**src/rtl/intc_pkg.sv**
```systemverilog
`timescale 1ns/1ps
package intc_pkg;
  localparam int ID_W = 10;
  localparam logic [ID_W-1:0] ACK_NONE = 10'h3FF;

  localparam logic [11:0] OFS_CTRL       = 12'h000;
  localparam logic [11:0] OFS_EN_SET     = 12'h030;
  localparam logic [11:0] OFS_EN_CLR     = 12'h034;
  localparam logic [11:0] OFS_ACK        = 12'h044;
  localparam logic [11:0] OFS_MASK_SET   = 12'h048;
  localparam logic [11:0] OFS_MASK_CLR   = 12'h04C;
  localparam logic [11:0] OFS_ROUTE_BASE = 12'h100;

  typedef struct packed {
    logic en_set;
    logic en_clr;
    logic msk_set;
    logic msk_clr;
    logic route_wr;
  } wr_op_t;
endpackage

```
**src/rtl/intc_first_set.sv**
```systemverilog
`timescale 1ns/1ps
module intc_first_set
  import intc_pkg::*;
#(
  parameter int W = 32
) (
  input  logic [W-1:0]    req,
  output logic [ID_W-1:0] id,
  output logic            any
);
  always_comb begin
    id = ACK_NONE;
    for (int i = W - 1; i >= 0; i--) begin
      if (req[i]) id = ID_W'(i);
    end
    any = |req;
  end
endmodule

```
**src/rtl/intc_gate_state.sv**
```systemverilog
`timescale 1ns/1ps
module intc_gate_state
  import intc_pkg::*;
#(
  parameter int NUM_SRC = 32,
  parameter int NUM_CPU = 4,
  localparam int CPU_W  = (NUM_CPU > 1) ? $clog2(NUM_CPU) : 1
) (
  input  logic                              clk,
  input  logic                              rst_n,
  input  wr_op_t                            op,
  input  logic [CPU_W-1:0]                  op_cpu,
  input  logic [ID_W-1:0]                   op_idx,
  input  logic [ID_W-1:0]                   route_idx,
  input  logic [NUM_CPU-1:0]                route_val,
  output logic [NUM_SRC-1:0]                en_q,
  output logic [NUM_CPU-1:0][NUM_SRC-1:0]   mask_q,
  output logic [NUM_SRC-1:0][NUM_CPU-1:0]   route_q
);
  logic [NUM_SRC-1:0]              en_d;
  logic [NUM_CPU-1:0][NUM_SRC-1:0] mask_d;
  logic [NUM_SRC-1:0][NUM_CPU-1:0] route_d;
  logic                            state_ce;

  assign state_ce = |op;

  always_comb begin
    en_d    = en_q;
    mask_d  = mask_q;
    route_d = route_q;
    for (int s = 0; s < NUM_SRC; s++) begin
      if (op_idx == ID_W'(s)) begin
        if (op.en_set) en_d[s] = 1'b1;
        if (op.en_clr) en_d[s] = 1'b0;
        for (int c = 0; c < NUM_CPU; c++) begin
          if (op_cpu == CPU_W'(c)) begin
            if (op.msk_set) mask_d[c][s] = 1'b1;
            if (op.msk_clr) mask_d[c][s] = 1'b0;
          end
        end
      end
      if (op.route_wr && (route_idx == ID_W'(s))) route_d[s] = route_val;
    end
  end

  always_ff @(posedge clk or negedge rst_n) begin
    if (!rst_n) begin
      en_q   <= '0;
      mask_q <= '1;
      for (int s = 0; s < NUM_SRC; s++) route_q[s] <= NUM_CPU'(1);
    end else if (state_ce) begin
      en_q    <= en_d;
      mask_q  <= mask_d;
      route_q <= route_d;
    end
  end
endmodule

```
**src/rtl/intc_ctrl.sv**
```systemverilog
`timescale 1ns/1ps
module intc_ctrl
  import intc_pkg::*;
#(
  parameter int                 NUM_SRC     = 32,
  parameter int                 NUM_CPU     = 4,
  parameter logic [NUM_SRC-1:0] PERCPU_SRCS = NUM_SRC'(32'h0000_0020),
  localparam int                CPU_W       = (NUM_CPU > 1) ? $clog2(NUM_CPU) : 1
) (
  input  logic               clk,
  input  logic               rst_n,
  input  logic               bus_valid,
  input  logic               bus_write,
  input  logic               bus_local,
  input  logic [CPU_W-1:0]   bus_cpu,
  input  logic [11:0]        bus_addr,
  input  logic [31:0]        bus_wdata,
  output logic [31:0]        bus_rdata,
  input  logic [NUM_SRC-1:0] src_in,
  output logic [NUM_CPU-1:0] cpu_irq
);
  localparam int ROUTE_END = 256 + 4 * NUM_SRC;

  logic                            cpu_ok, in_route, wr_acc, rd_acc;
  logic [ID_W-1:0]                 route_idx;
  wr_op_t                          op;
  logic [NUM_SRC-1:0]              en_q;
  logic [NUM_CPU-1:0][NUM_SRC-1:0] mask_q;
  logic [NUM_SRC-1:0][NUM_CPU-1:0] route_q;
  logic [NUM_CPU-1:0][NUM_SRC-1:0] pend;
  logic [NUM_CPU-1:0][ID_W-1:0]    ack_id;
  logic [31:0]                     rdata_d, rdata_q;
  logic [11:0]                     route_ofs;

  assign cpu_ok    = (32'(bus_cpu) < NUM_CPU);
  assign wr_acc    = bus_valid && bus_write;
  assign rd_acc    = bus_valid && !bus_write;
  assign route_ofs = bus_addr - OFS_ROUTE_BASE;
  assign route_idx = ID_W'(route_ofs >> 2);
  assign in_route  = (bus_addr >= OFS_ROUTE_BASE) && (32'(bus_addr) < ROUTE_END)
                     && (bus_addr[1:0] == 2'b00);

  always_comb begin
    op          = '0;
    op.en_set   = wr_acc && !bus_local && (bus_addr == OFS_EN_SET);
    op.en_clr   = wr_acc && !bus_local && (bus_addr == OFS_EN_CLR);
    op.route_wr = wr_acc && !bus_local && in_route;
    op.msk_set  = wr_acc && bus_local && cpu_ok && (bus_addr == OFS_MASK_SET);
    op.msk_clr  = wr_acc && bus_local && cpu_ok && (bus_addr == OFS_MASK_CLR);
  end

  intc_gate_state #(
    .NUM_SRC(NUM_SRC),
    .NUM_CPU(NUM_CPU)
  ) u_state (
    .clk      (clk),
    .rst_n    (rst_n),
    .op       (op),
    .op_cpu   (bus_cpu),
    .op_idx   (bus_wdata[ID_W-1:0]),
    .route_idx(route_idx),
    .route_val(bus_wdata[NUM_CPU-1:0]),
    .en_q     (en_q),
    .mask_q   (mask_q),
    .route_q  (route_q)
  );

  for (genvar c = 0; c < NUM_CPU; c++) begin : g_cpu
    for (genvar s = 0; s < NUM_SRC; s++) begin : g_src
      if (PERCPU_SRCS[s]) begin : g_private
        assign pend[c][s] = src_in[s] && !mask_q[c][s];
      end else begin : g_shared
        assign pend[c][s] = src_in[s] && !mask_q[c][s] && en_q[s] && route_q[s][c];
      end
    end
    intc_first_set #(.W(NUM_SRC)) u_enc (
      .req(pend[c]),
      .id (ack_id[c]),
      .any(cpu_irq[c])
    );
  end

  always_comb begin
    rdata_d = '0;
    if (!bus_local) begin
      if (bus_addr == OFS_CTRL) begin
        rdata_d[11:2] = 10'(NUM_SRC);
      end else if (in_route) begin
        for (int s = 0; s < NUM_SRC; s++) begin
          if (route_idx == ID_W'(s)) rdata_d[NUM_CPU-1:0] = route_q[s];
        end
      end
    end else if (cpu_ok && (bus_addr == OFS_ACK)) begin
      for (int c = 0; c < NUM_CPU; c++) begin
        if (bus_cpu == CPU_W'(c)) rdata_d[ID_W-1:0] = ack_id[c];
      end
    end
  end

  always_ff @(posedge clk or negedge rst_n) begin
    if (!rst_n)      rdata_q <= '0;
    else if (rd_acc) rdata_q <= rdata_d;
  end

  assign bus_rdata = rdata_q;
endmodule

```
**config.mk**
```make
export PLATFORM = sky130hd
export DESIGN_NAME = intc_ctrl
export DESIGN_NICKNAME = d
export VERILOG_FILES = /design/src/rtl/intc_pkg.sv /design/src/rtl/intc_first_set.sv /design/src/rtl/intc_gate_state.sv /design/src/rtl/intc_ctrl.sv
export SDC_FILE = /design/constraint.sdc
export NUM_CORES = 1
export LEC_CHECK = 0
export BUFFER_PORTS_ARGS = -buffer_cell sky130_fd_sc_hd__buf_2
export CAP_MARGIN = 20
export CORE_MARGIN = 8
export CORE_UTILIZATION = 45
export DETAILED_ROUTE_END_ITERATION = 7
export GPL_TIMING_DRIVEN = 1
export RECOVER_POWER = 25
export SKIP_CTS_REPAIR_TIMING = 1
export SYNTH_ARGS = -nofsm -noshare
export SYNTH_HDL_FRONTEND = slang
export SYNTH_SLANG_ARGS = --single-unit
```
**constraint.sdc**
```tcl
create_clock -name clk -period 6.78 [get_ports clk]
set_input_delay 1.356 -clock clk [delete_from_list [all_inputs] [get_ports clk]]
set_output_delay 1.356 -clock clk [all_outputs]
set_load 0.01 [all_outputs]
```
After elaboration in Yosys (flattened, before gate mapping) --
Index checks and enable logic that the tools add are counted.
Word-level totals: register bits after elaboration 299, input bits 83, output and inout port bits 36
Operators by class: add/subtract/negate cells 1, magnitude comparators 2, equal/unequal tests 70, multiplexer cells 175, reduce and logical (&&, ||, !) cells 752
Operator list (number):
- 10-bit two-way mux | 134
- 4-bit AND reduction | 128
- 1-bit logical AND | 419
- 10-bit by 5-bit equality test with 1-bit output (second input constant) | 32
- 10-bit by 4-bit equality test with 1-bit output (second input constant) | 16
- 4-bit two-way mux | 34
- 1-bit zero test | 130
- 32-bit OR reduction | 4
- 3-bit AND reduction | 31
- 10-bit by 3-bit equality test with 1-bit output (second input constant) | 8
- 2-bit AND reduction | 32
- 10-bit by 2-bit equality test with 1-bit output (second input constant) | 4
- 12-bit by 7-bit equality test with 1-bit output (second input constant) | 3
- 12-bit by 6-bit equality test with 1-bit output (second input constant) | 2
- 10-bit by 1-bit equality test with 1-bit output (second input constant) | 2
- 10-bit zero test | 2
- 12-bit by 9-bit greater-or-equal comparator with 1-bit output (second input constant) | 1
- 12-bit zero test | 1
- 12-bit by 9-bit less-than comparator with 1-bit output (second input constant) | 1
- 12-bit by 9-bit subtractor with 12-bit output (second input constant) | 1
- 2-bit two-way mux | 3
- 5-bit OR reduction | 1
- 2-bit equality test (second input constant) | 2
- 2-bit zero test | 2
- 3 further kinds | 7

Logic depth before layout (Yosys ltp) --
depth after elaboration 42, depth in mapped cells 10

Cells and area by module --
A second synthesis with hierarchy kept.
Unflattened totals: cells, all modules 1761, area total of the unflattened synthesis 17250.3 µm²
By module, submodules not included:
- intc_gate_state | times used 1, cells an instance 938, area an instance 11715.0 µm²
- intc_ctrl | times used 1, cells an instance 539, area an instance 3938.8 µm²
- intc_first_set | times used 4, cells an instance 71, area an instance 399.1 µm²

Worst setup path after synthesis --
OpenSTA, ideal clock, no wires.
kind in2out, from input port src_in[15], to output port cpu_irq[3], data arrival time 2340 ps, required time 5424 ps, slack 3084 ps, stages 5, cells stage by stage and4b_1 > nor4_1 > and2_1 > nand4_1 > buf_4
Between the ends: word-level cells in the longest chain between the ends 4
Ends and longest elaborated chain:
- start: declaration | line intc_ctrl.sv:19 | input logic [NUM_SRC-1:0] src_in,
- 1-bit logical AND (3 in a row) | line intc_ctrl.sv:73 | assign pend[c][s] = src_in[s] && !mask_q[c][s] && en_q[s] && route_q[s][c];
- 32-bit OR reduction | line intc_first_set.sv:16 | any = |req;
- end: declaration | line intc_ctrl.sv:20 | output logic [NUM_CPU-1:0] cpu_irq
Every way passes these cells.

Worst setup path in the final report --
from input port src_in[26], to output port cpu_irq[3]
Same word-level chain as after synthesis.

==> results.txt <==
- The filler cells instantiated in the layout total between 3000 and 4000.
- Setup violations remaining at the end of the flow were counted as 0.
- Share of synthesized flip-flops with an asynchronous set or reset: 1.00
- Cell count after synthesis: ~1800
* Average vias per placed instance: 6.53
- For this run, the register share of the synthesized area comes to 0.453.
* Total met3 wirelength after detailed routing: about 5.5 mm
* Summed instance area of the synthesized netlist: roughly 17000 um^2
* Synth Area per Inst: 9.41 um^2
* PD cells: 213 nW/um^2
- RSZ-0062 raised after global routing: no
- Count of input and output buffers: 74
- The Yosys step of the flow raised 0 warnings.
- Part of the total power dissipated in sequential elements: 0.445
- Leading cell type in the layout, fill and taps excluded: nand2_1
- Proportion of power drawn by combinational gates: 0.056
- Clock slew at the register clock pins of the worst setup and hold paths: around 60 ps
* Top library cells by usage in the layout, fill and taps aside: 351 x nand2_1, 160 x dfstp_2, 144 x o21ai_0
* First-pass GRT wire length: approximately 96 mm
- Most used flip-flop cell after synthesis: dfstp_2
- Yosys mapped a number of flops with a built-in enable equal to 0.
- Share of layout cells above drive strength 1: 0.252
- After detailed routing, the total wire length is roughly 65 mm.
* Initial detailed-routing violation count: between 1500 and 2000
- The floorplan has 70 rows.
- The worst hold path belongs to the class flip-flop to flip-flop.
- Clock network latency to the later pin of the worst-skew pair: 560 ps
- Across the run, the number of max-cap violations was 1.
- Top Ports: roughly 120
- The die is around 210 um tall.
- Clock skew on the completed layout was measured at 14.9 ps.
* Area after DPL: 17300 um^2
* Peak VDD IR: around 0.16 mV
- In this run the number of H-tree levels came out at 2.
- The count of final hold-check violations was 0.
* FMAX: roughly 0.21 GHz
- The floorplan step set the die width to ~210 um.
- Number of routed nets with antenna violations: 0
- The finished cells cover ~19000 um^2.
- Drc violations: 0
- For this run, the total global-route usage over all layers was measured as 0.292.
- Cell internal power was estimated by the tool at 2.99 mW.
- Clock tree from TritonCTS: done
- Counting I/O delays and the setup requirement, the final critical path takes about 4700 ps.
- Startpoint-to-endpoint class of the critical path: input port to primary output
- Last weighted congestion value of the routability-driven placer: roughly 1
- HPWL after detailed placement: 46.7 mm
- The region available for standard cell placement spans about 37000 um^2.
- Detailed routing placed a total of 28.3 mm of wire on met2.
- Relative to the synthesized area, the layout overhead comes to 11.1%.
- Proportion of power drawn by the clock network: 0.499
* Largest net degree at the start of global routing: roughly 160
* Initial antenna violation count: 1
* Number of flip-flops and latches in the synthesized netlist: 294
- The die covers 43500 um^2.
- Summed over all layers, the global routing overflow is 0.
- Summed over all failing endpoints, the final setup total negative slack is 0 ps.
- Number of nets in the layout: around 1900
- STA classifies the critical path endpoint as a primary output.
- The analysis attributes to net switching a power of ~0.96 mW.
- In the final routing, the length of wire on met1 measures roughly 28 mm.
* Buffer cell driving the clock tree root: clkbuf_16
* Count of TritonRoute iterations in the first routing pass: 5
- Top layer in use: met5
- Detailed routing inserted a total of 15000 vias.
* Setup slack of the most critical reg-to-reg path: between 3000 and 4000 ps
* Switching share of power: 0.243
- Data arrival at the endpoint of the critical path: 3350 ps
- Headroom to the max-slew limit came out at -1.04.
* Required arrival time at the worst endpoint: 5420 ps
* Violations in the final reports: max-capacitance violations, max-slew violations
- Along the worst path, the maximum fanout reaches 6.
- Of the available clock period, the critical path in the final layout requires 0.694.
* Synth cell types: 75
- The final number of max-transition violations is 56.
* Total number of clock tree sinks: between 200 and 300
* Effective utilization at floorplan: 0.457
* Via count of the first global-routing pass: between 10000 and 15000
* Worst Setup Start Kind: input port
- The longest clock path from root to sink contains 3 buffers.
- Outcome: finished, violations left
- Routed wirelength normalized by instance count: around 28 um
- The number of clock buffers added by TritonCTS is 35.
- For this design the static power due to leakage is around 7.4 nW.
- Pin slew with the least headroom to its limit: around 3100 ps
==> Yosys cell counts, drive strengths merged (4+ instances only) <==
cell,number,area share
and2,6,0.0023
o2111ai,6,0.0032
o211ai,21,0.0095
clkbuf,58,0.013
nand4,31,0.012
o32ai,5,0.0026
mux4,4,0.0054
inv,8,0.0018
dfstp,160,0.25
a21boi,4,0.0018
and3,4,0.0015
nand4b,105,0.055
nand3b,5,0.0023
a31oi,42,0.016
nor4,15,0.0068
o22ai,11,0.0041
nor2b,26,0.0098
o21ai,163,0.049
a32oi,6,0.0032
mux2,137,0.093
o311ai,8,0.0042
mux2i,17,0.010
a211oi,12,0.0054
nand2,351,0.079
nor2,115,0.026
a21oi,66,0.020
a22oi,5,0.0023
dfrtp,134,0.20
nor3b,8,0.0039
o31ai,9,0.0041
nand3,31,0.0093
nor3,16,0.0048
o221ai,5,0.0026
nand2b,23,0.0086
or3,4,0.0015
buf,60,0.022
and4b,45,0.027
==> critical path: stages <==
cell,delay (ps)
buf_2,140
nand4b_1,230
nand4_1,200
nor4_1,660
nand4_1,470
buf_2,290
==> flip-flops by register name (all words and copies together) (netlist names) <==
signal	count
bus_rdata	7
u_state.mask_q	128
u_state.en_q	31
u_state.route_q	128
==> worst paths after layout <==
| kind | from | end | cells past startpoint |
|---|---|---|---|
| hold reg to reg | u_state.mask_q[37]$_DFFE_PN1P_ | u_state.mask_q[37]$_DFFE_PN1P_ | 2 |
| hold / removal | u_state.mask_q[37]$_DFFE_PN1P_ | u_state.mask_q[37]$_DFFE_PN1P_ | 2 |
| setup / recovery | src_in[26] | cpu_irq[3] | 6 |
| min in group asynchronous | rst_n | u_state.en_q[11]$_DFFE_PN0P_ | 1 |
| max in group asynchronous | rst_n | u_state.mask_q[27]$_DFFE_PN1P_ | 3 |
| setup reg to reg | u_state.mask_q[122]$_DFFE_PN1P_ | bus_rdata[7]$_DFFE_PN0P_ | 7 |
==> routing by layer <==
layer / up-vias / global-route usage
met5: - / 0
met4: 2 / 0.117
met3: 155 / 0.0562
met2: 776 / 0.440
met1: 7487 / 0.407
li1: 6588 / -
==> per-stage QoR <==
stage	cells	hold slack (ps)	setup WS (ps)	total power, mW	utilization
after floorplan	1794	439	3080	1.89	-
after global placement	2235	447	2190	2.00	0.474
after detailed placement	2235	452	2150	2.00	0.474
after CTS	2298	461	2150	3.97	0.507
after global routing	2299	478	2130	4.05	0.507
final	2300	461	2080	3.95	0.508
==> final cells by class <==
| cell class | count | area [um^2] | share of cell area |
|---|---|---|---|
| clock inverters | 11 | 113 | 0.00607 |
| well taps | 468 | 586 | 0.0316 |
| repair buffers | 92 | 539 | 0.0291 |
| inverters | 8 | 30.0 | 0.00162 |
| clock buffers | 52 | 1080 | 0.0585 |
| diodes | 1 | 2.50 | 0.000135 |
| multi-input cells | 1374 | 8630 | 0.465 |
| flip-flops and latches | 294 | 7560 | 0.408 |
==> cells by family (layout without fill, tap and decap cells) <==
| kind of cell | count (synthesis) | after routing | share of synthesized area |
|---|---|---|---|
| and+or+nand+nor | 804 | 804 | 0.259 |
| AOI/OAI and AO/OA | 390 | 390 | 0.142 |
| DFF | 294 | 294 | 0.453 |
| muxes | 158 | 158 | 0.109 |
| buffers and inverters | 126 | 163 | 0.0365 |
| other | 1 | 23 | 0.000225 |
==> power by group through the flow <==
stage          Combinational, mW  Clock [mW]  Sequential, mW
6_report                   0.222        1.97            1.76
3_3_place_gp               0.214           0            1.79
4_1_cts                    0.216        1.99            1.76
2_1_floorplan              0.105           0            1.79
5_1_grt                    0.238        2.05            1.76
3_5_place_dp               0.216           0            1.79
No activity file was read; power rests on OpenSTA's default activity.
